`src/rtl/ftx_pkg.sv`:
```
package ftx_pkg;

    typedef enum logic [2:0] {
        ST_IDLE,
        ST_START,
        ST_DATA,
        ST_PARITY,
        ST_STOP1,
        ST_STOP2
    } ftx_state_e;

    typedef struct packed {
        logic [2:0] len_code;
        logic       par_en;
        logic       par_odd;
        logic       two_stop;
    } ftx_cfg_t;

endpackage

```
`src/rtl/ftx_holding.sv`:
```
module ftx_holding #(
    parameter int WORD_W = 9
) (
    input  logic              clk,
    input  logic              rst_n,
    input  logic              wr_en,
    input  logic [WORD_W-1:0] wr_word,
    input  logic              load,
    output logic              full,
    output logic              accepted,
    output logic [WORD_W-1:0] word
);

    logic              full_q;
    logic [WORD_W-1:0] word_q;

    // A write is taken when the slot is free or is being emptied this cycle.
    assign accepted = wr_en && (!full_q || load);

    always_ff @(posedge clk) begin
        if (!rst_n) begin
            full_q <= 1'b0;
            word_q <= '0;
        end else begin
            full_q <= accepted || (full_q && !load);
            if (accepted) begin
                word_q <= wr_word;
            end
        end
    end

    assign full = full_q;
    assign word = word_q;

    assert_load_needs_word_R7: assert property (@(posedge clk) disable iff (!rst_n)
        load |-> full_q);

    assert_accept_fills_R7: assert property (@(posedge clk) disable iff (!rst_n)
        (wr_en && !full_q) |=> full_q);

    assert_drop_when_full_R8: assert property (@(posedge clk) disable iff (!rst_n)
        (wr_en && full_q && !load) |=> $stable(word_q));

endmodule

```
`src/rtl/ftx_parity.sv`:
```
module ftx_parity #(
    parameter int WORD_W = 9,
    parameter int CNT_W  = 4
) (
    input  logic [WORD_W-1:0] word,
    input  logic [CNT_W-1:0]  nbits,
    input  logic              odd,
    output logic              par
);

    logic [WORD_W-1:0] masked;

    // Only bits below the configured length take part in the parity.
    for (genvar i = 0; i < WORD_W; i++) begin : g_mask
        assign masked[i] = word[i] && (CNT_W'(i) < nbits);
    end

    assign par = (^masked) ^ odd;

endmodule

```
`src/rtl/ftx_sequencer.sv`:
```
module ftx_sequencer
    import ftx_pkg::*;
#(
    parameter int WORD_W   = 9,
    parameter int MIN_BITS = 5,
    parameter int CNT_W    = 4
) (
    input  logic              clk,
    input  logic              rst_n,
    input  logic              bit_tick,
    input  logic              hold_full,
    input  logic [WORD_W-1:0] hold_word,
    input  ftx_cfg_t          cfg,
    input  logic              clr_done,
    output logic              load,
    output logic              tx_out,
    output logic              done
);

    localparam int SPAN = WORD_W - MIN_BITS;

    ftx_state_e        st, nxt;
    logic [WORD_W-1:0] shreg;
    logic [CNT_W-1:0]  cnt;
    logic [CNT_W-1:0]  nbits_q;
    logic [CNT_W-1:0]  nbits_live;
    logic              par_q, par_live;
    logic              par_en_q, two_stop_q;
    logic              frame_end;
    logic              done_q;

    function automatic logic [CNT_W-1:0] len_of(input logic [2:0] code);
        if (int'(code) <= SPAN) begin
            return CNT_W'(MIN_BITS + int'(code));
        end
        return CNT_W'(8);
    endfunction

    assign nbits_live = len_of(cfg.len_code);

    ftx_parity #(
        .WORD_W(WORD_W),
        .CNT_W (CNT_W)
    ) u_parity (
        .word (hold_word),
        .nbits(nbits_live),
        .odd  (cfg.par_odd),
        .par  (par_live)
    );

    // Next-state and transition decode
    always_comb begin
        nxt       = st;
        load      = 1'b0;
        frame_end = 1'b0;
        unique case (st)
            ST_IDLE: begin
                if (bit_tick && hold_full) begin
                    nxt  = ST_START;
                    load = 1'b1;
                end
            end
            ST_START: begin
                if (bit_tick) begin
                    nxt = ST_DATA;
                end
            end
            ST_DATA: begin
                if (bit_tick && (cnt == nbits_q - CNT_W'(1))) begin
                    nxt = par_en_q ? ST_PARITY : ST_STOP1;
                end
            end
            ST_PARITY: begin
                if (bit_tick) begin
                    nxt = ST_STOP1;
                end
            end
            ST_STOP1: begin
                if (bit_tick) begin
                    if (two_stop_q) begin
                        nxt = ST_STOP2;
                    end else if (hold_full) begin
                        nxt  = ST_START;
                        load = 1'b1;
                    end else begin
                        nxt       = ST_IDLE;
                        frame_end = 1'b1;
                    end
                end
            end
            ST_STOP2: begin
                if (bit_tick) begin
                    if (hold_full) begin
                        nxt  = ST_START;
                        load = 1'b1;
                    end else begin
                        nxt       = ST_IDLE;
                        frame_end = 1'b1;
                    end
                end
            end
            default: nxt = ST_IDLE;
        endcase
    end

    // State register and datapath
    always_ff @(posedge clk) begin
        if (!rst_n) begin
            st         <= ST_IDLE;
            shreg      <= '0;
            cnt        <= '0;
            nbits_q    <= CNT_W'(8);
            par_q      <= 1'b0;
            par_en_q   <= 1'b0;
            two_stop_q <= 1'b0;
            done_q     <= 1'b0;
        end else begin
            st <= nxt;
            if (load) begin
                shreg      <= hold_word;
                cnt        <= '0;
                nbits_q    <= nbits_live;
                par_q      <= par_live;
                par_en_q   <= cfg.par_en;
                two_stop_q <= cfg.two_stop;
            end else if (st == ST_DATA && bit_tick) begin
                shreg <= shreg >> 1;
                cnt   <= cnt + CNT_W'(1);
            end
            if (clr_done) begin
                done_q <= 1'b0;
            end else if (frame_end) begin
                done_q <= 1'b1;
            end
        end
    end

    // Line output
    always_comb begin
        unique case (st)
            ST_START:  tx_out = 1'b0;
            ST_DATA:   tx_out = shreg[0];
            ST_PARITY: tx_out = par_q;
            default:   tx_out = 1'b1;
        endcase
    end

    assign done = done_q;

    assert_hold_without_tick_R2: assert property (@(posedge clk) disable iff (!rst_n)
        !bit_tick |=> $stable(st));

    assert_count_in_range_R3: assert property (@(posedge clk) disable iff (!rst_n)
        (st == ST_DATA) |-> (cnt < nbits_q));

    assert_done_only_idle_R10: assert property (@(posedge clk) disable iff (!rst_n)
        done_q |-> (st == ST_IDLE));

    assert_idle_line_high_R1: assert property (@(posedge clk) disable iff (!rst_n)
        (st == ST_IDLE && !bit_tick) |=> tx_out);

endmodule

```
`src/rtl/frame_tx_top.sv`:
```
module frame_tx_top
    import ftx_pkg::*;
#(
    parameter int MAX_BITS = 9,
    parameter int MIN_BITS = 5
) (
    input  logic                clk,
    input  logic                rst_n,
    input  logic                bit_tick,
    input  logic                wr_en,
    input  logic [MAX_BITS-2:0] wr_data,
    input  logic                wr_bit8,
    input  logic [2:0]          cfg_len,
    input  logic                cfg_par_en,
    input  logic                cfg_par_odd,
    input  logic                cfg_two_stop,
    output logic                tx_out,
    output logic                dre,
    output logic                txc
);

    localparam int CNT_W = $clog2(MAX_BITS + 1);

    logic                full, accepted, load;
    logic [MAX_BITS-1:0] hold_word;
    ftx_cfg_t            cfg;

    assign cfg = '{len_code: cfg_len, par_en: cfg_par_en,
                   par_odd: cfg_par_odd, two_stop: cfg_two_stop};

    ftx_holding #(
        .WORD_W(MAX_BITS)
    ) u_hold (
        .clk     (clk),
        .rst_n   (rst_n),
        .wr_en   (wr_en),
        .wr_word ({wr_bit8, wr_data}),
        .load    (load),
        .full    (full),
        .accepted(accepted),
        .word    (hold_word)
    );

    ftx_sequencer #(
        .WORD_W  (MAX_BITS),
        .MIN_BITS(MIN_BITS),
        .CNT_W   (CNT_W)
    ) u_seq (
        .clk      (clk),
        .rst_n    (rst_n),
        .bit_tick (bit_tick),
        .hold_full(full),
        .hold_word(hold_word),
        .cfg      (cfg),
        .clr_done (accepted),
        .load     (load),
        .tx_out   (tx_out),
        .done     (txc)
    );

    assign dre = !full;

    assert_txc_implies_empty_R10: assert property (@(posedge clk) disable iff (!rst_n)
        txc |-> dre);

endmodule

```
`config.mk`:
```
export PLATFORM = sky130hd
export DESIGN_NAME = frame_tx_top
export DESIGN_NICKNAME = d
export VERILOG_FILES = /design/src/rtl/ftx_pkg.sv /design/src/rtl/ftx_holding.sv /design/src/rtl/ftx_parity.sv /design/src/rtl/ftx_sequencer.sv /design/src/rtl/frame_tx_top.sv
export SDC_FILE = /design/constraint.sdc
export NUM_CORES = 1
export LEC_CHECK = 0
export ABC_AREA = 0
export ABC_CLOCK_PERIOD_IN_PS = 4700
export BUFFER_PORTS_ARGS = -buffer_cell sky130_fd_sc_hd__buf_2
export CORE_ASPECT_RATIO = 1.5
export CORE_MARGIN = 8
export CORE_UTILIZATION = 62
export CTS_CLUSTER_SIZE = 24
export DETAILED_ROUTE_END_ITERATION = 8
export PLACE_DENSITY = 0.85
export SLEW_MARGIN = 10
export SYNTH_ARGS = -nofsm -noshare
export SYNTH_HDL_FRONTEND = slang
export SYNTH_SLANG_ARGS = --single-unit
```
`constraint.sdc`:
```
create_clock -name clk -period 4.7 [get_ports clk]
set_clock_uncertainty 0.05 [all_clocks]
set_input_delay 0.94 -clock clk [delete_from_list [all_inputs] [get_ports clk]]
set_output_delay 0.94 -clock clk [all_outputs]
set_load 0.05 [all_outputs]
```
# ---- After elaboration in Yosys (flattened, before gate mapping)
# Index checks and enable logic that the tools add are counted.
dict set report word_totals {
  latchBits 0
  input_bits 19
  reg_bits 34
  elab_cells 88
  rom_bits 0
  n_memories 0
  ram_bits 0
}
dict set report classes {
  n_eq_ne 12
  n_mul 0
  div_mod_pow 0
  n_lt_le_gt_ge 10
  bitwise_logic 2
  reduce_logical 24
  addsub 3
  mux 27
  n_shift 0
}
# cell n
set ops {}
lappend ops {{3-bit 2-to-1 mux} 8}
lappend ops {{9-bit 2-to-1 mux} 2}
lappend ops {{3-bit case mux with 6 select lines} 1}
lappend ops {{3-bit by 4-bit less-than comparator with 1-bit output (first input constant)} 4}
lappend ops {{1-bit logical AND} 14}
lappend ops {{1-bit 2-to-1 mux} 11}
lappend ops {{9-bit parity} 1}
lappend ops {{1-bit by 4-bit less-than comparator with 1-bit output (first input constant)} 2}
lappend ops {{2-bit by 4-bit less-than comparator with 1-bit output (first input constant)} 2}
lappend ops {{4-bit 2-to-1 mux} 2}
lappend ops {{2-bit != test (second input constant)} 4}
lappend ops {{3-bit by 2-bit equality test with 1-bit output (second input constant)} 2}
lappend ops {{3-bit equality test (second input constant)} 2}
lappend ops {{1-bit case mux with 3 select lines} 2}
lappend ops {{6-bit AND reduction} 1}
lappend ops {{3-bit by 3-bit adder with 4-bit output (first input constant)} 1}
lappend ops {{4-bit by 1-bit adder with 4-bit output (second input constant)} 1}
lappend ops {{4-bit equality test} 1}
lappend ops {{4-bit less-than comparator (first input constant)} 1}
lappend ops {{2-bit by 1-bit != test with 1-bit output (second input constant)} 2}
lappend ops {{2-bit OR reduction} 2}
lappend ops {{4-bit by 1-bit subtractor with 4-bit output (second input constant)} 1}
lappend ops {{3-bit by 1-bit equality test with 1-bit output (second input constant)} 1}
lappend ops {{3-bit <= comparator (second input constant)} 1}
lappend ops {{other kinds (7)} 9}

# ---- Logic depth before layout (Yosys ltp)
dict set report depth {
  word_depth 7
  ltp_mapped 8
}

# ---- Cells and area by module
# A second synthesis with hierarchy kept.
dict set report unflattened {
  hier_cells 213
  area_unflattened_um2 1958.1
}
# module area_each_um2 instances seq_area_each_um2 cells_each
set modules_own_cells {}
lappend modules_own_cells {ftx_sequencer 1352.5 1 480.5 148}
lappend modules_own_cells {ftx_holding 414.1 1 200.2 43}
lappend modules_own_cells {ftx_parity 187.7 1 0.0 21}
lappend modules_own_cells {frame_tx_top 3.8 1 0.0 1}

# ---- Least setup slack after synthesis
# OpenSTA, ideal clock, no wires.
dict set report synth_path {
  kind {input port to flip-flop}
  from {input port cfg_len[0]}
  to {register u_seq.par_q}
  path_stages 8
  t_arrival_ns 2.674
  setup_slack_ns 1.903
  setup_time_ns 0.073
  path_cell_list {inv_1 -> ha_1 -> or4_1 -> nand3_2 -> nand3_2 -> mux2i_1 -> or3b_1 -> o211ai_2}
}
dict set report synth_between {
  elab_chain_len 7
  word_cells_on_any_way 25
  classes_between {add/sub (1); order compare (10); mux (3); bitwise (1); reduce/logical (10)}
}
# item line_no
set synth_lines {}
lappend synth_lines {{from (decl)} frame_tx_top.sv:13} ;# input logic [2:0] cfg_len,
lappend synth_lines {{3-bit by 3-bit adder with 4-bit output or 3-bit <= comparator (tied branches)} {ftx_sequencer.sv:34, ftx_sequencer.sv:33}}
lappend synth_lines {{4-bit 2-to-1 mux or 1-bit 2-to-1 mux (tied branches)} ftx_sequencer.sv:33} ;# if (int'(code) <= SPAN) begin
lappend synth_lines {{4-bit 2-to-1 mux (*)} ftx_sequencer.sv:36} ;# return CNT_W'(8);
lappend synth_lines {{1-bit by 4-bit less-than comparator with 1-bit output (tied with other cells)} ftx_parity.sv:15} ;# assign masked[i] = word[i] && (CNT_W'(i) < nbits);
lappend synth_lines {{1-bit logical AND} ftx_parity.sv:15}
lappend synth_lines {{9-bit parity (*)} ftx_parity.sv:18} ;# assign par = (^masked) ^ odd;
lappend synth_lines {{1-bit XOR (*)} ftx_parity.sv:18}
lappend synth_lines {{to (signal assigned)} ftx_sequencer.sv:123} ;# par_q <= par_live;
lappend synth_lines {{to (decl)} ftx_sequencer.sv:27} ;# logic par_q, par_live;
# Every way passes the cells marked *; elsewhere a longest branch is shown, timed or not. The select of a mux whose other input is x is not followed.
# A chain may end at the register's enable or synchronous reset.

# ---- Worst setup path after layout
# Ends and elaborated chain as after synthesis.

==> run metrics <==
status=finished, final reports clean; Cells after Synth=217; Total Die Area=5130 um^2; Placement Cell Area=2020 um^2; crit start category=input port; Synth Register Bits=34; Total GRT Usage=0.172; Max Fclk=roughly 350 MHz; Netlist cell types=48; post-route cell area=~2100 um^2; Cell Area, Synth=1900 um^2; endpoints failing setup=0; min cycle time layout=2.84 ns; vias in the first global route=1505; Detail Placement HPWL=approximately 3000 um; crit path max fanout=9; dominant cells by area after synthesis=dfxtp_1 (36%), mux2i_1 (6.8%), nor2b_1 (5.3%); cts hold-fix bufs=0; crit path DAT=3.00 ns; Syn Nets=240; pwr dens=312 nW/um^2; top_reg_cell synth=dfxtp_1; IO Port Bufs=21; Final Wtd Congestion=0.831; crit path buf inv count=2; overall routed net length=4200 um; delay-heaviest family, CP=simple AND/OR/NAND/NOR gates; Via density=5.84; Hold Crit Class=register to register; final hold vios=0; largest net degree at the start of global routing=33; CTS buffer count=5; # resized after CTS=0; slowest stage delay, CP=0.56 ns; fin util=0.726; Finished Layout Cells=275; Peak supply drop=0.345 mV; Final Cycle Share=0.604; CTS tree=yes; Initial Utilization=0.653; fraction of layout cells with a size suffix above 1=0.165; CTS sink count=34; vias=1605; Rows=24; leading area contributor after synthesis=dfxtp_1; placed insts=267; final hold slack=0.404 ns; WP data required=4.86 ns; DRT iter0 DRCs=between 50 and 60; setup TNS=0 ns; CP endpoint kind=register; Leak Pwr=0.881 nW; max-slew violations=0; later-pin clock latency in the skew report=0.28 ns; CP max stage cell=or4_1; RSZ-0062 raised after global routing=false; # diodes=0; synth cell count leaders=dfxtp_1 (34), nand2_1 (23), nor2b_1 (16), mux2i_1 (13), nor2_1 (9); Final #Nets=258; # H-tree levels=2; GRT overflow=0; post-CTS setup buffer count=0; Reg clk slew, reported paths=roughly 0.07 ns; register area share after synthesis=0.358; number of enable-type register cells in the synthesized netlist=0; Syn Area/Cell=8.77 um^2; clk buf depth=2; Least-Margin Pin Slew=about 1.1 ns; initial antenna violation count=0; Core ar.=just under 3000 um^2; post-route ant nets=0; fill count=approximately 250; drt pass-1 iters=4; global-route wire length before repair=6920 um; Root Driver=clkbuf_8; most frequent CP cell=nand3_2; Max-Cap Viols=0; Die H=83.9 um; routed length per instance=15.3 um; top-count cell post-synth=dfxtp_1; I/O Pins=22; Synth top area share=0.358; crit-path cells=buf_2, inv_1, ha_1, or4_1, nand3_2, nand3_2, mux2i_1, or3b_1, o211ai_2; Area growth syn-to-layout=11.0%; worst setup path category=input port to register; normalized max-slew margin=0.290; Synth Warn #=0; asr flop ratio synth=0; # DRC=0; DIE WIDTH=61.2 um
-- worst min-delay path, cell delays in order, from the launching register on --
cell and delay, ns:
dfxtp_1 0.31, nand2_1 0.05, a21boi_1 0.05
-- final cells by class --
| type | instances | area [um^2] | share of cell area |
|---|---|---|---|
| clock buffer | 6 | 82.6 | 0.0391 |
| timing repair buffer | 23 | 120 | 0.0568 |
| inverter | 7 | 26.3 | 0.0124 |
| clock inverter | 2 | 12.5 | 0.00592 |
| sequential | 34 | 681 | 0.322 |
| multi-input combinational | 164 | 1140 | 0.541 |
| tap | 39 | 48.8 | 0.0231 |
-- report_power, final --
part / total (mW) / internal, mW / switching (mW)
Combinational: 0.116 / 0.0518 / 0.0640
Clock: 0.225 / 0.118 / 0.107
Sequential: 0.318 / 0.302 / 0.0162
Total: 0.659 / 0.471 / 0.188
-- logic make-up (layout without fill, tap and decap cells) --
logic type,count (synthesis),count (layout),synth area share
compound gates,53,53,0.208
xor+xnor,12,12,0.0625
fa+ha+maj,4,4,0.0263
buf+inv,19,38,0.0421
flops,34,34,0.358
mux,13,13,0.0684
simple gates,82,82,0.235
-- worst paths after layout --
path                                                   from                           to  slack [ns]  cells after the start
worst min-delay path            u_seq.shreg[3]$_SDFFE_PN0P_  u_seq.shreg[3]$_SDFFE_PN0P_        0.40                      2
worst min register to register  u_seq.shreg[3]$_SDFFE_PN0P_  u_seq.shreg[3]$_SDFFE_PN0P_        0.40                      2
worst max-delay path                             cfg_len[0]     u_seq.par_q$_SDFFE_PN0P_        1.86                      9
worst max register to register     u_seq.st[2]$_SDFFE_PN0P_  u_hold.word[4]$_SDFFE_PN0P_        2.51                      6
-- state kept, by name (all words and copies together) (netlist names) --
name / cells
u_seq.par_q: 1
u_hold.word: 9
u_seq.two_stop_q: 1
u_seq.st: 3
u_hold.full: 1
u_seq.nbits_q: 4
u_seq.par_en_q: 1
u_seq.done: 1
u_seq.shreg: 9
u_seq.cnt: 4
-- per-layer routing --
layer  global-route usage  up-vias  part of all wire
met1                0.179      752              0.41
met5                    0        -                 0
met4               0.0704        0             0.027
met2                0.302       34              0.53
met3               0.0448       11             0.030
li1                     -      808                 -
-- layout by cell type (no fill, tap or decap), drive strengths merged, types with 4 or more instances in the layout --
cell type | netlist | routed
dfxtp | 34 | 34
nand2 | 23 | 23
buf | 7 | 23
nor2b | 16 | 16
mux2i | 13 | 13
a21boi | 13 | 13
nor2 | 9 | 9
o21ai | 8 | 8
nand3 | 8 | 8
inv | 7 | 7
xnor2 | 7 | 7
nand2b | 6 | 6
a22oi | 6 | 6
clkbuf | 5 | 6
nor3 | 5 | 5
o211ai | 5 | 5
xor2 | 4 | 4
ha | 4 | 4
-- through the flow --
step	setup slack, ns	total power [mW]
after detailed placement	1.59	0.438
after global placement	1.64	0.436
after floorplan	1.90	0.409
final	1.86	0.659
after global routing	1.75	0.687
after CTS	1.87	0.661
Power figures use the tool's default switching activity.
